<file path="src/rtl/baud_pkg.sv">
package baud_pkg;

  localparam int SPEED_W = 3;
  localparam logic [SPEED_W-1:0] SPEED_EXT = '1;

  // Control register image, bit 7 down to bit 0.
  typedef struct packed {
    logic                spare;     // 7: stored and read back only
    logic                ext_x1;    // 6: external clock taken undivided
    logic                pre_slow;  // 5: prescale 30 instead of 10
    logic                par_odd;   // 4: odd parity sense
    logic                ratio_hi;  // 3: 64 samples per bit instead of 16
    logic [SPEED_W-1:0]  speed;     // 2:0: power-of-two code, all ones = external
  } baud_cfg_t;

  localparam baud_cfg_t CFG_RESET = '{spare: 1'b0, ext_x1: 1'b0, pre_slow: 1'b0,
                                      par_odd: 1'b0, ratio_hi: 1'b0, speed: SPEED_EXT};

  function automatic logic is_ext(input baud_cfg_t c);
    return c.speed == SPEED_EXT;
  endfunction

endpackage

</file>
<file path="src/rtl/baud_cfg_reg.sv">
module baud_cfg_reg
  import baud_pkg::*;
(
  input  logic      clk,
  input  logic      rst_n,
  input  logic      wr,
  input  logic [7:0] wdata,
  output baud_cfg_t cfg
);

  always_ff @(posedge clk or negedge rst_n) begin
    if (!rst_n) cfg <= CFG_RESET;
    else if (wr) cfg <= baud_cfg_t'(wdata);
  end

endmodule

</file>
<file path="src/rtl/baud_ext_sync.sv">
module baud_ext_sync #(
  parameter int STAGES = 2
) (
  input  logic clk,
  input  logic rst_n,
  input  logic din,
  output logic rise
);

  logic [STAGES-1:0] chain;
  logic              last_q;

  always_ff @(posedge clk or negedge rst_n) begin
    if (!rst_n) begin
      chain  <= '0;
      last_q <= 1'b0;
    end else begin
      chain  <= {chain[STAGES-2:0], din};
      last_q <= chain[STAGES-1];
    end
  end

  assign rise = chain[STAGES-1] & ~last_q;

endmodule

</file>
<file path="src/rtl/baud_stage_ctr.sv">
module baud_stage_ctr #(
  parameter int CW = 6
) (
  input  logic          clk,
  input  logic          rst_n,
  input  logic          restart,
  input  logic          step,
  input  logic [CW-1:0] last,
  output logic          wrap,
  output logic [CW-1:0] cnt
);

  assign wrap = step && (cnt == last);

  always_ff @(posedge clk or negedge rst_n) begin
    if (!rst_n) cnt <= '0;
    else if (restart) cnt <= '0;
    else if (step) cnt <= wrap ? '0 : cnt + 1'b1;
  end

endmodule

</file>
<file path="src/rtl/baud_tick_gen.sv">
module baud_tick_gen
  import baud_pkg::*;
#(
  parameter int PRE_LO      = 10,
  parameter int PRE_HI      = 30,
  parameter int RATIO_LO    = 16,
  parameter int RATIO_HI    = 64,
  parameter int SYNC_STAGES = 2
) (
  input  logic       clk,
  input  logic       rst_n,
  input  logic       cfg_wr,
  input  logic [7:0] cfg_wdata,
  output logic [7:0] cfg_rdata,
  input  logic       ext_clk_in,
  output logic       sample_tick,
  output logic       bit_tick,
  output logic       parity_odd
);

  localparam int PRE_W = $clog2(PRE_HI);
  localparam int POW_W = (1 << SPEED_W) - 2;
  localparam int RAT_W = $clog2(RATIO_HI);

  function automatic logic [PRE_W-1:0] pre_last_f(input logic slow);
    return slow ? PRE_W'(PRE_HI - 1) : PRE_W'(PRE_LO - 1);
  endfunction

  function automatic logic [POW_W-1:0] pow_last_f(input logic [SPEED_W-1:0] s);
    logic [POW_W-1:0] v;
    v = '0;
    for (int i = 0; i < POW_W; i++) if (i < int'(s)) v[i] = 1'b1;
    return v;
  endfunction

  function automatic logic [RAT_W-1:0] ratio_last_f(input baud_cfg_t c);
    if (is_ext(c) && c.ext_x1) return '0;
    return c.ratio_hi ? RAT_W'(RATIO_HI - 1) : RAT_W'(RATIO_LO - 1);
  endfunction

  baud_cfg_t cfg;

  baud_cfg_reg u_cfg (
    .clk  (clk),
    .rst_n(rst_n),
    .wr   (cfg_wr),
    .wdata(cfg_wdata),
    .cfg  (cfg)
  );

  // Named internal events for the checker.
  logic             ext_mode;
  logic             ext_rise;
  logic [PRE_W-1:0] pre_last;
  logic [PRE_W-1:0] pre_cnt;
  logic             pre_wrap;
  logic [POW_W-1:0] pow_cnt;
  logic             pow_wrap;
  logic [RAT_W-1:0] rat_cnt;
  logic             rat_wrap;

  assign ext_mode = is_ext(cfg);
  assign pre_last = pre_last_f(cfg.pre_slow);

  baud_ext_sync #(.STAGES(SYNC_STAGES)) u_sync (
    .clk  (clk),
    .rst_n(rst_n),
    .din  (ext_clk_in),
    .rise (ext_rise)
  );

  baud_stage_ctr #(.CW(PRE_W)) u_pre (
    .clk    (clk),
    .rst_n  (rst_n),
    .restart(cfg_wr),
    .step   (~ext_mode),
    .last   (pre_last),
    .wrap   (pre_wrap),
    .cnt    (pre_cnt)
  );

  baud_stage_ctr #(.CW(POW_W)) u_pow (
    .clk    (clk),
    .rst_n  (rst_n),
    .restart(cfg_wr),
    .step   (pre_wrap),
    .last   (pow_last_f(cfg.speed)),
    .wrap   (pow_wrap),
    .cnt    (pow_cnt)
  );

  assign sample_tick = ext_mode ? (ext_rise & ~cfg_wr) : pow_wrap;

  baud_stage_ctr #(.CW(RAT_W)) u_rat (
    .clk    (clk),
    .rst_n  (rst_n),
    .restart(cfg_wr),
    .step   (sample_tick),
    .last   (ratio_last_f(cfg)),
    .wrap   (rat_wrap),
    .cnt    (rat_cnt)
  );

  assign bit_tick   = rat_wrap;
  assign cfg_rdata  = cfg;
  assign parity_odd = cfg.par_odd;

endmodule

</file>
<file path="config.mk">
export PLATFORM = sky130hd
export DESIGN_NAME = baud_tick_gen
export DESIGN_NICKNAME = d
export VERILOG_FILES = /design/src/rtl/baud_pkg.sv /design/src/rtl/baud_cfg_reg.sv /design/src/rtl/baud_ext_sync.sv /design/src/rtl/baud_stage_ctr.sv /design/src/rtl/baud_tick_gen.sv
export SDC_FILE = /design/constraint.sdc
export NUM_CORES = 1
export LEC_CHECK = 0
export BUFFER_PORTS_ARGS = -buffer_cell sky130_fd_sc_hd__buf_2
export CAP_MARGIN = 0
export CORE_MARGIN = 2
export CORE_UTILIZATION = 58
export DETAILED_ROUTE_END_ITERATION = 16
export GPL_TIMING_DRIVEN = 0
export PLACE_DENSITY = 0.84
export SYNTH_ARGS = -nofsm -noshare
export SYNTH_HDL_FRONTEND = slang
export SYNTH_SLANG_ARGS = --single-unit
</file>
<file path="constraint.sdc">
create_clock -name clk -period 6.05 [get_ports clk]
set_input_delay 0.3025 -clock clk [delete_from_list [all_inputs] [get_ports clk]]
set_output_delay 0.3025 -clock clk [all_outputs]
set_load 0.05 [all_outputs]
</file>
==> results summary, run 1 <==
The clock latency on the worst-skew pair came out at 350 ps. The initial antenna violation count came out at 0. For this run, the number of Yosys warnings is 0. The worst hold path terminates at u_sync.chain[0]. The global placement routability congestion is just over 0.8. The global-route wire length before repair is between 6 and 7 mm. 23 I/O pins were placed. The longest clock path from root to sink contains 2 buffers. The worst endpoint data arrival time is 2320 ps. The slew at the pin with the worst max-slew slack came out at approximately 600 ps.

sky130_fd_sc_hd__dfrtp_1 takes more of the synthesized area than any other cell. Clock tree synthesis selected as its root buffer the cell sky130_fd_sc_hd__clkbuf_4. Dividing total power by cell area gives a power density of approximately 230 nW/um^2. The core box area is ~2500 sq um. The remaining antenna violation count came out at 0. The proportion of synthesized chip area in sequential cells is 0.452.

TritonCTS built the clock tree. The die width came out at ~56 um. The fraction of the cycle the final worst path needs came out at 0.434. The number of max-slew violations in the final report is 0. Synthesis handed over a netlist of roughly 160 instances. Setup repair after global routing left no endpoint under its margin.

The placement row count came out at 18. In the final routed layout, each cell accounts on average for 16.0 um. The count of buffers added by post-CTS timing repair for setup is 0. The number of hold violations in the final report is 0.

The required time of the critical path is between 5000 and 6000 ps. The fraction of layout cells with a size suffix above 1 came out at 0.247. The share of total power in combinational logic is 0.189. The post-cts gate resize count came out at 0. Entering global routing, the biggest net connects 29 pins. The net switching power came out at ~120 uW.

The cell area after technology mapping is 1560 sq um. Detailed placement finished with a half-perimeter wire length of roughly 2.5 mm. The die height came out at 55.8 um. At the end of the flow, the number of nets in the layout was around 200. The initial DRC count is between 70 and 80. The total global-route track usage came out at 0.244.

The number of cells on the worst reg-to-reg path is 6. Headroom to the max-slew limit came out at 0.594. The startpoint of the worst-slack reg-to-reg timing path is u_rat.cnt[0]. The share of total power dissipated in the clock network is 0.306. The worst hold path belongs to the class input pin to flip-flop. The critical path is of the flip-flop to primary output type.

The count of antenna diodes in the layout is 0. The worst hold path startpoint is ext_clk_in. The endpoint of the most critical register-to-register path is u_rat.cnt[2].

The number of inserted filler cells in the final layout came out at just over 200. The reg2reg setup slack came out at between 3000 and 4000 ps. Setup violations remaining at the end of the flow were counted as 0.

The routed design could run at a clock period as short as ~2600 ps. The internal power contribution came out at 293 uW. The most common cell after layout, fill and taps aside is sky130_fd_sc_hd__dfrtp_1. The share of power burned in registers is 0.505. When the netlist entered floorplanning its net count stood at 175.

STA classifies the critical path startpoint as a flip-flop. Summed over all layers, the routed wires come to about 3.5 mm. By area the synthesized netlist is led by sky130_fd_sc_hd__dfrtp_1, sky130_fd_sc_hd__dfstp_2, sky130_fd_sc_hd__mux2_2, sky130_fd_sc_hd__ha_1, sky130_fd_sc_hd__nand3_1. After clock tree synthesis, the clock-pin slew on the worst setup and hold paths is 160 ps. The overall die area is between 3000 and 4000 sq um. STA classifies the critical path endpoint as a primary output.

The total leakage power came out at approximately 0.00078 uW. Timing would allow up to between 300 and 400 MHz. The number of global-route vias before repair came out at roughly 1400. The worst clock skew came out at about 13 ps.

For the final routed database, the setup TNS stands at 0 ps. Counting instances, the worst hold path has a depth of 1. The switching power share of the total came out at 0.290. The number of unique standard cell types used by synthesis is 42.

The total DRC errors in the routed layout is 0. The peak supply drop is 0.000189 V. The maximum fanout along the worst path came out at 10. The fraction of post-synthesis cell area in the top cell type by area is 0.402. After detailed routing, the number of vias per cell comes to 6.31. The first-pass iteration count of the detailed router came out at 4. Dividing the synthesized area by the synthesized cell count gives approximately 9.8 sq um. In this run the number of H-tree levels came out at 1. In the layout the commonest cells are sky130_fd_sc_hd__dfrtp_1, sky130_fd_sc_hd__buf_2, sky130_fd_sc_hd__nor2_1, sky130_fd_sc_hd__nand2_1, sky130_fd_sc_hd__nand3_1.

The total CTS buffers came out at 3. Across the run, the number of max-cap violations was 0. The flow ran to the end, and the final reports show no timing, DRC or antenna violations. The final critical-path setup slack came out at around 3400 ps. The detailed router placed 1362 vias in this run.

The post-layout utilization of the core is 0.701. The flop and latch count out of synthesis came out at 28. The number of input and output port buffers inserted is 22. The initial cell density of the core came out at 0.618.

The worst setup timing slack at the placement stage came out at approximately 3800 ps. The total clock sinks is 28. The total grt overflow came out at 0. The layout overhead on the synthesized area came out at 13.5%.
per-layer routing:
layer | vias to the layer above | global-route usage | wire length [um]
met5 | - | 0 | 0
met4 | 0 | 0.102 | 67
met3 | 9 | 0.0209 | 102
met2 | 35 | 0.440 | 1840
met1 | 671 | 0.298 | 1440
li1 | 647 | - | -
registers in the layout (all words and copies together), names as in the netlist:
register       flops
u_pre.cnt          5
u_sync.last_q      1
u_cfg.cfg          8
u_rat.cnt          6
u_sync.chain       2
u_pow.cnt          6
stage by stage:
| stage | power, uW | hold slack, ps | cells | area (sq um) |
|---|---|---|---|---|
| final | 412 | 50.7 | 216 | 1770 |
| after floorplan | 267 | 6.91 | 159 | 1560 |
| after global placement | 286 | 335 | 211 | 1710 |
| after CTS | 414 | 45.7 | 216 | 1770 |
| after global routing | 429 | 49.0 | 216 | 1770 |
| after detailed placement | 289 | 343 | 211 | 1710 |
critical path, cell delays in order (launching register included):
cell and delay (ps):
sky130_fd_sc_hd__dfstp_2 400, sky130_fd_sc_hd__buf_6 130, sky130_fd_sc_hd__or2_1 250, sky130_fd_sc_hd__maj3_2 340, sky130_fd_sc_hd__o21ai_2 120, sky130_fd_sc_hd__and4_2 310
sky130_fd_sc_hd__nor2_1 80, sky130_fd_sc_hd__nor2_1 100, sky130_fd_sc_hd__buf_2 260
final cells by class:
type                    instances  area, sq um  area share
inverters                       6         22.5      0.0127
clock buffers                   3         22.5      0.0127
plain buffers                   8         48.8      0.0276
multi-input cells             117          782       0.442
well taps                      30         37.5      0.0212
repair buffers                 23          120      0.0679
flip-flops and latches         28          704       0.398
clock inverters                 1         30.0      0.0170
power by group through the flow:
stage | clock [uW] | combinational (uW) | sequential (uW)
2_1_floorplan | 0 | 37.9 | 229
3_3_place_gp | 0 | 75.4 | 210
3_5_place_dp | 0 | 77.7 | 211
4_1_cts | 128 | 78.6 | 208
5_1_grt | 135 | 84.7 | 210
6_report | 126 | 77.9 | 208
timing repair:
| action | CTS | global route |
|---|---|---|
| hold endpoints to repair | 25 | 0 |
| endpoints found under the setup margin | 0 | 0 |
| hold buffers | 1 | 0 |
how the worst max path moves through the flow:
stage / from / end / slack, ps
2_1_floorplan: u_cfg.cfg[2] / bit_tick / 3480
3_3_place_gp: u_cfg.cfg[1] / bit_tick / 3860
3_5_place_dp: u_cfg.cfg[1] / bit_tick / 3820
4_1_cts: u_cfg.cfg[1] / bit_tick / 3420
5_1_grt: u_cfg.cfg[1] / bit_tick / 3300
6_report: u_cfg.cfg[1] / bit_tick / 3420
synthesized netlist by cell type (all sizes together):
cell      n
ha        4
or3b      1
inv       6
or4       2
nor3      8
xnor2     1
o2111a    1
a2bb2oi   2
nor2b     1
nor2     13
and4      2
clkbuf    5
o2111ai   4
o41ai     2
maj3      1
dfstp     3
nor4b     1
nand2b    1
nand4     8
nand3    10
a311o     1
o211a     1
a21o      2
or2       1
nor3b     1
and2      1
xor2      5
nand2    12
buf       3
a21oi     5
nor4      1
o211ai    3
o21ai     6
and3      4
o31ai     1
dfrtp    25
or3       1
mux2      7
a31oi     3
logic make-up (layout without fill, tap and decap cells):
group                    Yosys count  count (layout)  synth area share
AND/OR/NAND/NOR                   68              68             0.232
AO/OA/AOI/OAI                     31              31             0.146
flip-flops                        28              28             0.452
buffers and inverters             14              41            0.0458
multiplexers                       7               7            0.0506
XOR/XNOR                           6               6            0.0337
adder cells (fa/ha/maj)            5               5            0.0394
(Power assumes the default switching activity.)
==> run 2, diff against run 1 <==
--- a/config.mk
+++ b/config.mk
@@ -8,10 +8,10 @@
 export BUFFER_PORTS_ARGS = -buffer_cell sky130_fd_sc_hd__buf_2
 export CAP_MARGIN = 0
 export CORE_MARGIN = 2
-export CORE_UTILIZATION = 58
+export CORE_UTILIZATION = 50
 export DETAILED_ROUTE_END_ITERATION = 16
 export GPL_TIMING_DRIVEN = 0
-export PLACE_DENSITY = 0.84
+export PLACE_DENSITY = 0.77
 export SYNTH_ARGS = -nofsm -noshare
 export SYNTH_HDL_FRONTEND = slang
 export SYNTH_SLANG_ARGS = --single-unit
==> constraint.sdc (replaced) <==
create_clock -name clk -period 2.35 [get_ports clk]
set_input_delay 0.1175 -clock clk [delete_from_list [all_inputs] [get_ports clk]]
set_output_delay 0.1175 -clock clk [all_outputs]
set_load 0.05 [all_outputs]
==> run 2 against run 1 <==
Against the previous run:
- worst hold slack better by 250 ps
- design area is 9.3% higher
- combinational power grew to 2.8 times the previous value
- sequential power grew to 2.6 times the previous value
- critical endpoint unchanged
- critical path type unchanged
- flip-flop and latch count stayed put
- cell count is 8.3% higher
- sequential share of layout area is 3.4 points lower
- wire length is 4.6% higher
- global-route usage is 2.3 points lower
- worst setup slack worse by 3400 ps
- die area is 15% higher
- critical path depth is 3 lower
==> results summary, run 2 (synthesis gave the netlist of run 1 again) <==
The overall routed net length is 3.61 mm (was 3.45 mm). The internal power contribution is 768 uW (was 293 uW). The die width came out at 59.8 um (was 55.8 um). The layout overhead on the synthesized area is 24.0% (was 13.5%). The maximum number of pins on one net before global-route repair is 29 (unchanged). The kind of capture point of the worst setup path is a primary output (unchanged). The total CTS buffers came out at 3 (unchanged). The clock group share of total power is 0.298 (was 0.306). The total global-route track usage came out at 0.221 (was 0.244). Result of the run: finished, final reports clean (unchanged).

The max-cap violation count came out at 0 (unchanged). The number of buffer and inverter instances along the worst setup path came out at 1 (was 2). The maximum fanout along the worst path came to 5 (was 10). The count of antenna diodes in the layout is 0 (unchanged).

The most common cell after layout, fill and taps aside is sky130_fd_sc_hd__dfrtp_1 (unchanged). The final critical-path setup slack is 25.6 ps (was 3420 ps). The number of input and output port buffers inserted is 22 (unchanged). The share of total power in combinational logic is 0.205 (was 0.189). The fraction of the cycle the final worst path needs came out at 0.989. The routed via count divided by cell count came out at 5.97 (was 6.31). The number of hold violations in the final report is 0 (unchanged). The initial antenna violation count is 0 (unchanged). The startpoint kind of the worst setup timing path is a flip-flop (unchanged). The first-pass iteration count of the detailed router came out at 4 (unchanged).

The core box area came out at 3000 sq um (was 2520 sq um). The endpoint of the most critical register-to-register path was u_rat.cnt[5] (was u_rat.cnt[2]). The power density over cell area came out at 556 nW/um^2 (was 233 nW/um^2).

The total leakage power came out at 0.000852 uW (was 0.000781 uW). The number of top-level design ports came to 23 (unchanged). The half-perimeter wire length after placement came out at 2.50 mm (was 2.49 mm).

The detail-routed net length per standard cell is 15.4 um (was 16.0 um). The remaining antenna violation count is 0 (unchanged). The critical path capture point is bit_tick (unchanged). The final net count came out at 218 (was 203). The clock latency on the worst-skew pair came out at 340 ps (was 350 ps). The switching power share of the total came out at 0.286 (was 0.290). The clock slew at the register clock pins of the worst setup and hold paths came out at 150 ps (was 160 ps). The overall die area came out at 3580 sq um (was 3120 sq um). The master cell of the clock root buffer is sky130_fd_sc_hd__clkbuf_4 (unchanged).

The global placement routability congestion came out at 0.843 (was 0.823). The most flop-heavy register is u_cfg.cfg (unchanged). The TritonCTS clock tree is built (unchanged). The H-tree depth was 1 (unchanged). The placement row count is 20 (was 18).

The required time of the critical path is 2230 ps (was 5750 ps). The number of gates on the worst path with buffers counted was 5 (was 8). The worst clock skew is 8.18 ps (was 13.0 ps).

The largest stage delay on the critical path was 540 ps (was 400 ps). The top achievable clock speed is approximately 430 MHz. The count of endpoints failing setup in the final report came to 0 (unchanged).

The cell count of the worst reg-to-reg path is 7 (was 6). The number of inserted filler cells in the final layout came out at 252 (was 202). The worst endpoint data arrival time came out at 2210 ps (was 2320 ps). The worst setup timing slack at the placement stage came out at 218 ps (was 3820 ps).

The number of max-slew violations in the final report is 0 (unchanged). The class of the most critical setup path is flip-flop to primary output (unchanged). Unrepaired setup endpoints after global routing: yes (was no). The reg2reg setup slack is 210 ps (was 3910 ps). Top flop regs: u_cfg.cfg (8), u_pow.cnt (6), u_rat.cnt (6) (unchanged). The slew at the pin with the worst max-slew slack came out at 620 ps (was 608 ps). The buffer depth of the longest clock path came out at 2 (unchanged). The overall power of the completed layout is 1070 uW (was 412 uW).

Critical path cell sequence: or4_4 -> or4_1 -> and3_4 -> nor2_2 -> buf_6 (was buf_6 -> or2_1 -> maj3_2 -> o21ai_2 -> and4_2 -> nor2_1 -> nor2_1 -> buf_2). Commonest cells after routing, fill and taps aside: sky130_fd_sc_hd__dfrtp_1, sky130_fd_sc_hd__buf_2, sky130_fd_sc_hd__nand2_1, sky130_fd_sc_hd__nor2_1 (was sky130_fd_sc_hd__dfrtp_1, sky130_fd_sc_hd__buf_2, sky130_fd_sc_hd__nor2_1, sky130_fd_sc_hd__nand2_1, sky130_fd_sc_hd__nand3_1). The share of power burned in registers is 0.497 (was 0.505). The critical path's top delay family is simple AND/OR/NAND/NOR gates (unchanged).

The worst setup path startpoint was u_rat.cnt[1] (was u_cfg.cfg[1]). The initial cell density of the core is 0.519 (was 0.618). The fraction of layout cells with a size suffix above 1 came to 0.279 (was 0.247). The path category of the worst min-delay check is input pin to async pin (was input pin to flip-flop). The routed design could run at a clock period as short as about 2300 ps. The number of flip-flops under the largest register name came to 8 (unchanged).

The initial DRC count came out at 168 (was 74). The total DRC errors in the routed layout came out at 0 (unchanged). The global-route wire length before repair is 5.97 mm (was 6.14 mm). The die height came out at 59.8 um (was 55.8 um).

The net switching power came out at 307 uW (was 120 uW). The total grt overflow came out at 0 (unchanged). The startpoint of the worst-slack reg-to-reg timing path is u_cfg.cfg[1] (was u_rat.cnt[0]). The via count of the routed design is 1396 (was 1362).

The critical path's slowest cell is sky130_fd_sc_hd__or4_4 (was sky130_fd_sc_hd__dfstp_2). The total clock sinks is 28 (unchanged). The number of global-route vias before repair is 1429 (unchanged). The peak supply drop came to 0.000268 V (was 0.000189 V). The worst-case headroom to the max-slew limit came out at 0.587 (was 0.594).
==> run 2: what timing repair did <==
action,4_1_cts,5_1_grt
setup buffers,1,5
setup endpoints to repair,2,2
hold endpoints to repair,33,1
resized for setup,4,4
pin swaps,0,4
hold buffers,9,1
==> run 2: power groups by stage <==
stage	clock network [uW]	logic, uW	registers [uW]
2_1_floorplan	0	97.7	589
3_3_place_gp	0	194	541
3_5_place_dp	0	200	544
4_1_cts	329	214	534
5_1_grt	348	241	539
6_report	320	220	534
==> run 2: cell type report <==
type	instances	area, sq um	share of cell area
Buffer	8	48.8	0.0253
Clock buffer	3	22.5	0.0117
Clock inverter	1	30.0	0.0155
Inverter	6	22.5	0.0117
Multi-Input combinational cell	117	798	0.413
Sequential cell	28	704	0.365
Tap cell	33	41.3	0.0214
Timing Repair Buffer	38	264	0.137
==> run 2: worst min path at each step <==
stage	endpoint	depth (start not counted)
after floorplan	u_cfg.cfg[3]	0
after global placement	u_sync.last_q	1
after detailed placement	u_sync.last_q	1
after CTS	u_cfg.cfg[2]	2
after global routing	u_rat.cnt[5]	4
final	u_sync.last_q	2
==> run 2: stage by stage <==
stage,instances,instance area (sq um),setup TNS (ps),utilization,hold slack (ps)
3_5_place_dp,214,1710,0,0.570,171
5_1_grt,234,1930,-33.4,0.643,325
6_report,234,1930,0,0.643,296
4_1_cts,228,1870,0,0.623,2.11
2_1_floorplan,159,1560,0,-,-178
3_3_place_gp,214,1710,0,0.570,160
==> run 2: metal layers <==
| metal | global-route usage | up-vias | wire (um) |
|---|---|---|---|
| li1 | - | 675 | - |
| met1 | 0.263 | 681 | 1540 |
| met3 | 0.0303 | 8 | 95 |
| met4 | 0.111 | 0 | 63 |
| met5 | 0 | - | 0 |
| met2 | 0.388 | 32 | 1910 |
==> run 3, diff against run 2 <==
--- a/config.mk
+++ b/config.mk
@@ -5,6 +5,7 @@
 export SDC_FILE = /design/constraint.sdc
 export NUM_CORES = 1
 export LEC_CHECK = 0
+export ABC_AREA = 1
 export BUFFER_PORTS_ARGS = -buffer_cell sky130_fd_sc_hd__buf_2
 export CAP_MARGIN = 0
 export CORE_MARGIN = 2
==> run 3 against run 2 <==
Against the previous run:
- the flow now finishes with violations (DRC)
- clock power is essentially flat
- non-clock buffer count shrank 7
- highest routed layer unchanged
- core utilization grew 1.3 points
- clock skew shrank 3.1 ps
- combinational power shrank 17%
- first-iteration DRC count shrank 51%
- global-route usage shrank 2.6 points
- sequential power shrank 1%
- count of clock-buffer cells in the layout is the same
- via count shrank 6.0%
- synthesized area shrank 3.1%
- die area shrank 2.9%
==> results summary, run 3 <==
Result of the run: finished with violations (was finished, final reports clean). The final reports fail on DRC. The worst endpoint data arrival time is 2060 ps (was 2210 ps). The most common cell after layout, fill and taps aside is sky130_fd_sc_hd__nand2_1 (was sky130_fd_sc_hd__dfrtp_1). The top achievable clock speed is 459 MHz (was 430 MHz). The master cell of the clock root buffer is sky130_fd_sc_hd__clkbuf_4 (unchanged). The busiest layer in global routing is met2 (unchanged).

The flip-flop and latch area is 704 sq um (unchanged). The fraction of registers with async set/reset is 1.00 (unchanged). The slew at the pin with the worst max-slew slack came out at 596 ps (was 620 ps).

The compound-cell area share of the yosys netlist is 0.0522 (was 0.146). The most flop-heavy register is u_cfg.cfg (unchanged). The instance count of the mapped netlist is 198 (was 159).

The multi-input logic area came out at 694 sq um (was 798 sq um). The initial DRC count is 82 (was 168). The number of input and output port buffers inserted came out at 22 (unchanged).

The total DRC errors in the routed layout came out at 2 (was 0). The final critical-path setup slack came out at 170 ps (was 25.6 ps). The clock slew at the register clock pins of the worst setup and hold paths came to 150 ps (about the same).

The most frequently used cell type in the post-synthesis netlist was sky130_fd_sc_hd__nand2_1 (was sky130_fd_sc_hd__dfrtp_1). The maximum fanout along the worst path is 8 (was 5). The top flip-flop cell by instance count after synthesis was sky130_fd_sc_hd__dfrtp_1 (unchanged).

The via count of the routed design came out at 1312 (was 1396). The half-perimeter wire length after placement came out at 2.17 mm (was 2.50 mm). The count of endpoints failing setup in the final report is 0 (unchanged). The number of top-level design ports came out at 23 (unchanged).

The layout overhead on the synthesized area came to 22.0% (was 24.0%). The portion of netlist area occupied by mux cells came out at 0.0133 (was 0.0506). The maximum number of pins on one net before global-route repair is 29 (unchanged).

The cell area after technology mapping came out at 1510 sq um (was 1560 sq um). The cell area after layout is 1840 sq um (was 1930 sq um). The power density over cell area was 558 nW/um^2 (was 556 nW/um^2). The Yosys warning count is 0 (unchanged). The proportion of synthesized chip area in sequential cells came out at 0.467 (was 0.452).

The path category of the worst min-delay check is input pin to flip-flop (was input pin to async pin). The number of flip-flops under the largest register name is 8 (unchanged). The peak supply drop is 0.000384 V (was 0.000268 V). The total leakage power is 0.000972 uW (was 0.000852 uW). The number of inserted filler cells in the final layout came out at 249 (was 252).

Top flop regs: u_cfg.cfg (8), u_pow.cnt (6), u_rat.cnt (6) (unchanged). The final net count is 253 (was 218). The global placement routability congestion came to 0.818 (was 0.843). The initial cell density of the core is 0.538 (was 0.519). The H-tree depth came out at 1 (unchanged). The count of antenna diodes in the layout is 0 (unchanged). The adder and majority gate portion of the synthesized area is 0.0332 (was 0.0394). The mean post-synth cell area came out at 7.62 sq um (was 9.80 sq um). The fraction of the cycle the final worst path needs came out at 0.928 (was 0.989). The total CTS buffers is 3 (unchanged). The core box area is 2810 sq um (was 3000 sq um). The overall die area came out at 3470 sq um (was 3580 sq um).

The cell taking the most area after synthesis is sky130_fd_sc_hd__dfrtp_1 (unchanged). The buffer depth of the longest clock path is 2 (unchanged). The parity-gate share of the synthesized area counting xor and xnor cells came to 0.0348 (was 0.0337). The class of the most critical setup path is flip-flop to primary output (unchanged). The post-detailed-placement cell area came out at 1660 sq um (was 1710 sq um). The overall routed net length is 3.00 mm (was 3.61 mm).

The largest family of logic cells by synthesized area is simple AND/OR/NAND/NOR gates (unchanged). The startpoint kind of the worst setup timing path was a flip-flop (unchanged). The placement row count came to 19 (was 20). The number of flops mapped to enable cells by yosys was 0 (unchanged). The flop and latch count out of synthesis is 28 (unchanged). The global-route wire length before repair came out at 5.11 mm (was 5.97 mm). The fraction of post-synthesis cell area in the top cell type by area came out at 0.415 (was 0.402). The remaining antenna violation count is 0 (unchanged). The total clock sinks came out at 28 (unchanged). The clock latency on the worst-skew pair is 330 ps (was 340 ps).

Commonest cells after routing, fill and taps aside: sky130_fd_sc_hd__nand2_1, sky130_fd_sc_hd__dfrtp_1, sky130_fd_sc_hd__buf_2, sky130_fd_sc_hd__inv_1, sky130_fd_sc_hd__nor2_1 (was sky130_fd_sc_hd__dfrtp_1, sky130_fd_sc_hd__buf_2, sky130_fd_sc_hd__nand2_1, sky130_fd_sc_hd__nor2_1). The number of max-slew violations in the final report is 0 (unchanged). The total global-route track usage is 0.196 (was 0.221). The routed via count divided by cell count is 4.91 (was 5.97). The die height was 58.9 um (was 59.8 um). The overall power of the completed layout came out at 1030 uW (was 1070 uW). The met2 routing resource usage after global routing came out at 0.316 (was 0.388). The worst setup timing slack at the placement stage came out at 422 ps (was 218 ps).

The max-cap violation count came out at 0 (unchanged). The worst-case headroom to the max-slew limit was 0.603 (was 0.587). The number of unique standard cell types used by synthesis is 24 (was 42). The required time of the critical path came out at 2230 ps (about the same). The die width is 58.9 um (was 59.8 um).

The fraction of layout cells with a size suffix above 1 is 0.186 (was 0.279). The final critical-path required period came out at 2180 ps (was 2320 ps). The net count after synthesis came out at 214 (was 175). The fraction of met3 tracks used by global routing is 0.0242 (was 0.0303). The initial antenna violation count is 0 (unchanged). The number of global-route vias before repair is 1190 (was 1429). The first-pass iteration count of the detailed router is 10 (was 4). The detail-routed net length per standard cell came out at 11.2 um (was 15.4 um). Most frequent cells after synthesis: sky130_fd_sc_hd__nand2_1, sky130_fd_sc_hd__dfrtp_1, sky130_fd_sc_hd__inv_1, sky130_fd_sc_hd__nor2_1, sky130_fd_sc_hd__nand3_1 (was sky130_fd_sc_hd__dfrtp_1, sky130_fd_sc_hd__nor2_1, sky130_fd_sc_hd__nand2_1, sky130_fd_sc_hd__nand3_1). The number of hold violations in the final report was 0 (unchanged).

The worst clock skew came out at 5.04 ps (was 8.18 ps). Ranking of synthesized cells by area: sky130_fd_sc_hd__dfrtp_1, sky130_fd_sc_hd__nand2_1, sky130_fd_sc_hd__dfstp_2, sky130_fd_sc_hd__inv_1, sky130_fd_sc_hd__nand3_1 (was sky130_fd_sc_hd__dfrtp_1, sky130_fd_sc_hd__dfstp_2, sky130_fd_sc_hd__mux2_2, sky130_fd_sc_hd__ha_1, sky130_fd_sc_hd__nand3_1). The met1 global-route usage is 0.263 (about the same).

The post-route worst hold slack is 95.2 ps (was 296 ps). The basic-gate share of the synthesized area counting and, or, nand and nor cells was 0.322 (was 0.232). The total grt overflow is 0 (unchanged). The TritonCTS clock tree was built (unchanged). The kind of capture point of the worst setup path is a primary output (unchanged).
run 3: kinds of logic (layout without fill, tap and decap cells):
logic type | count (synthesis) | count (layout)
xor gates and xnor gates | 6 | 6
DFF | 28 | 28
buffers and inverters | 29 | 67
adders and majority gates | 4 | 4
and+or+nand+nor | 114 | 114
muxes | 2 | 2
AOI/OAI and AO/OA | 15 | 15
run 3: layout make-up:
type	instances	share of cell area
clock inverter	1	0.0163
clock buffer	3	0.0122
inverter	24	0.0489
sequential	28	0.383
timing repair buffer	34	0.126
buffer	5	0.0150
multi-input combinational	141	0.377
tap	31	0.0211
run 3: repair_timing:
action	in CTS	in global routing
resized for setup	0	5
hold buffers	11	0
endpoints found under the setup margin	0	2
endpoints found under the hold margin	34	0
setup buffers	0	1
run 3: power by group:
group / leakage (uW) / total [uW] / switching (uW) / internal [uW]
combinational: 0.000582 / 182 / 123 / 58.4
sequential: 0.000362 / 526 / 19.9 / 506
clock: 0.0000279 / 318 / 146 / 173
total: 0.000972 / 1030 / 289 / 738
run 3: routing by layer:
metal	vias up	part of all wire	routed length [um]
li1	709	-	-
met1	566	0.51	1530
met2	32	0.43	1290
met3	5	0.040	120
met4	0	0.018	55
met5	-	0	0
run 3: critical path: stages, from the launching register on:
cell and delay, ps:
sky130_fd_sc_hd__dfstp_2 560, sky130_fd_sc_hd__buf_2 190, sky130_fd_sc_hd__nand2_1 100, sky130_fd_sc_hd__nor2_1 190, sky130_fd_sc_hd__inv_2 100, sky130_fd_sc_hd__nor2_1 90
sky130_fd_sc_hd__nand2_1 100, sky130_fd_sc_hd__a21oi_1 180, sky130_fd_sc_hd__buf_4 220
run 3: path summary, 6_finish.rpt:
kind / depth (start not counted) / end / start / slack, ps
min in group asynchronous: 2 / u_cfg.cfg[7] / rst_n / 300
max in group asynchronous: 2 / u_pow.cnt[5] / rst_n / 1660
worst max-delay path: 8 / bit_tick / u_cfg.cfg[2] / 170
worst min-delay path: 4 / u_rat.cnt[5] / cfg_wr / 100
worst max register to register: 10 / u_rat.cnt[4] / u_cfg.cfg[2] / 610
worst min register to register: 0 / u_sync.chain[1] / u_sync.chain[0] / 380
run 3: per-stage QoR:
stage | utilization | setup TNS, ps | cells
floorplan | - | 0 | 198
CTS | 0.649 | 0 | 266
finish | 0.656 | 0 | 267
global placement | 0.591 | 0 | 251
global route | 0.656 | -20.0 | 267
detailed placement | 0.591 | 0 | 251
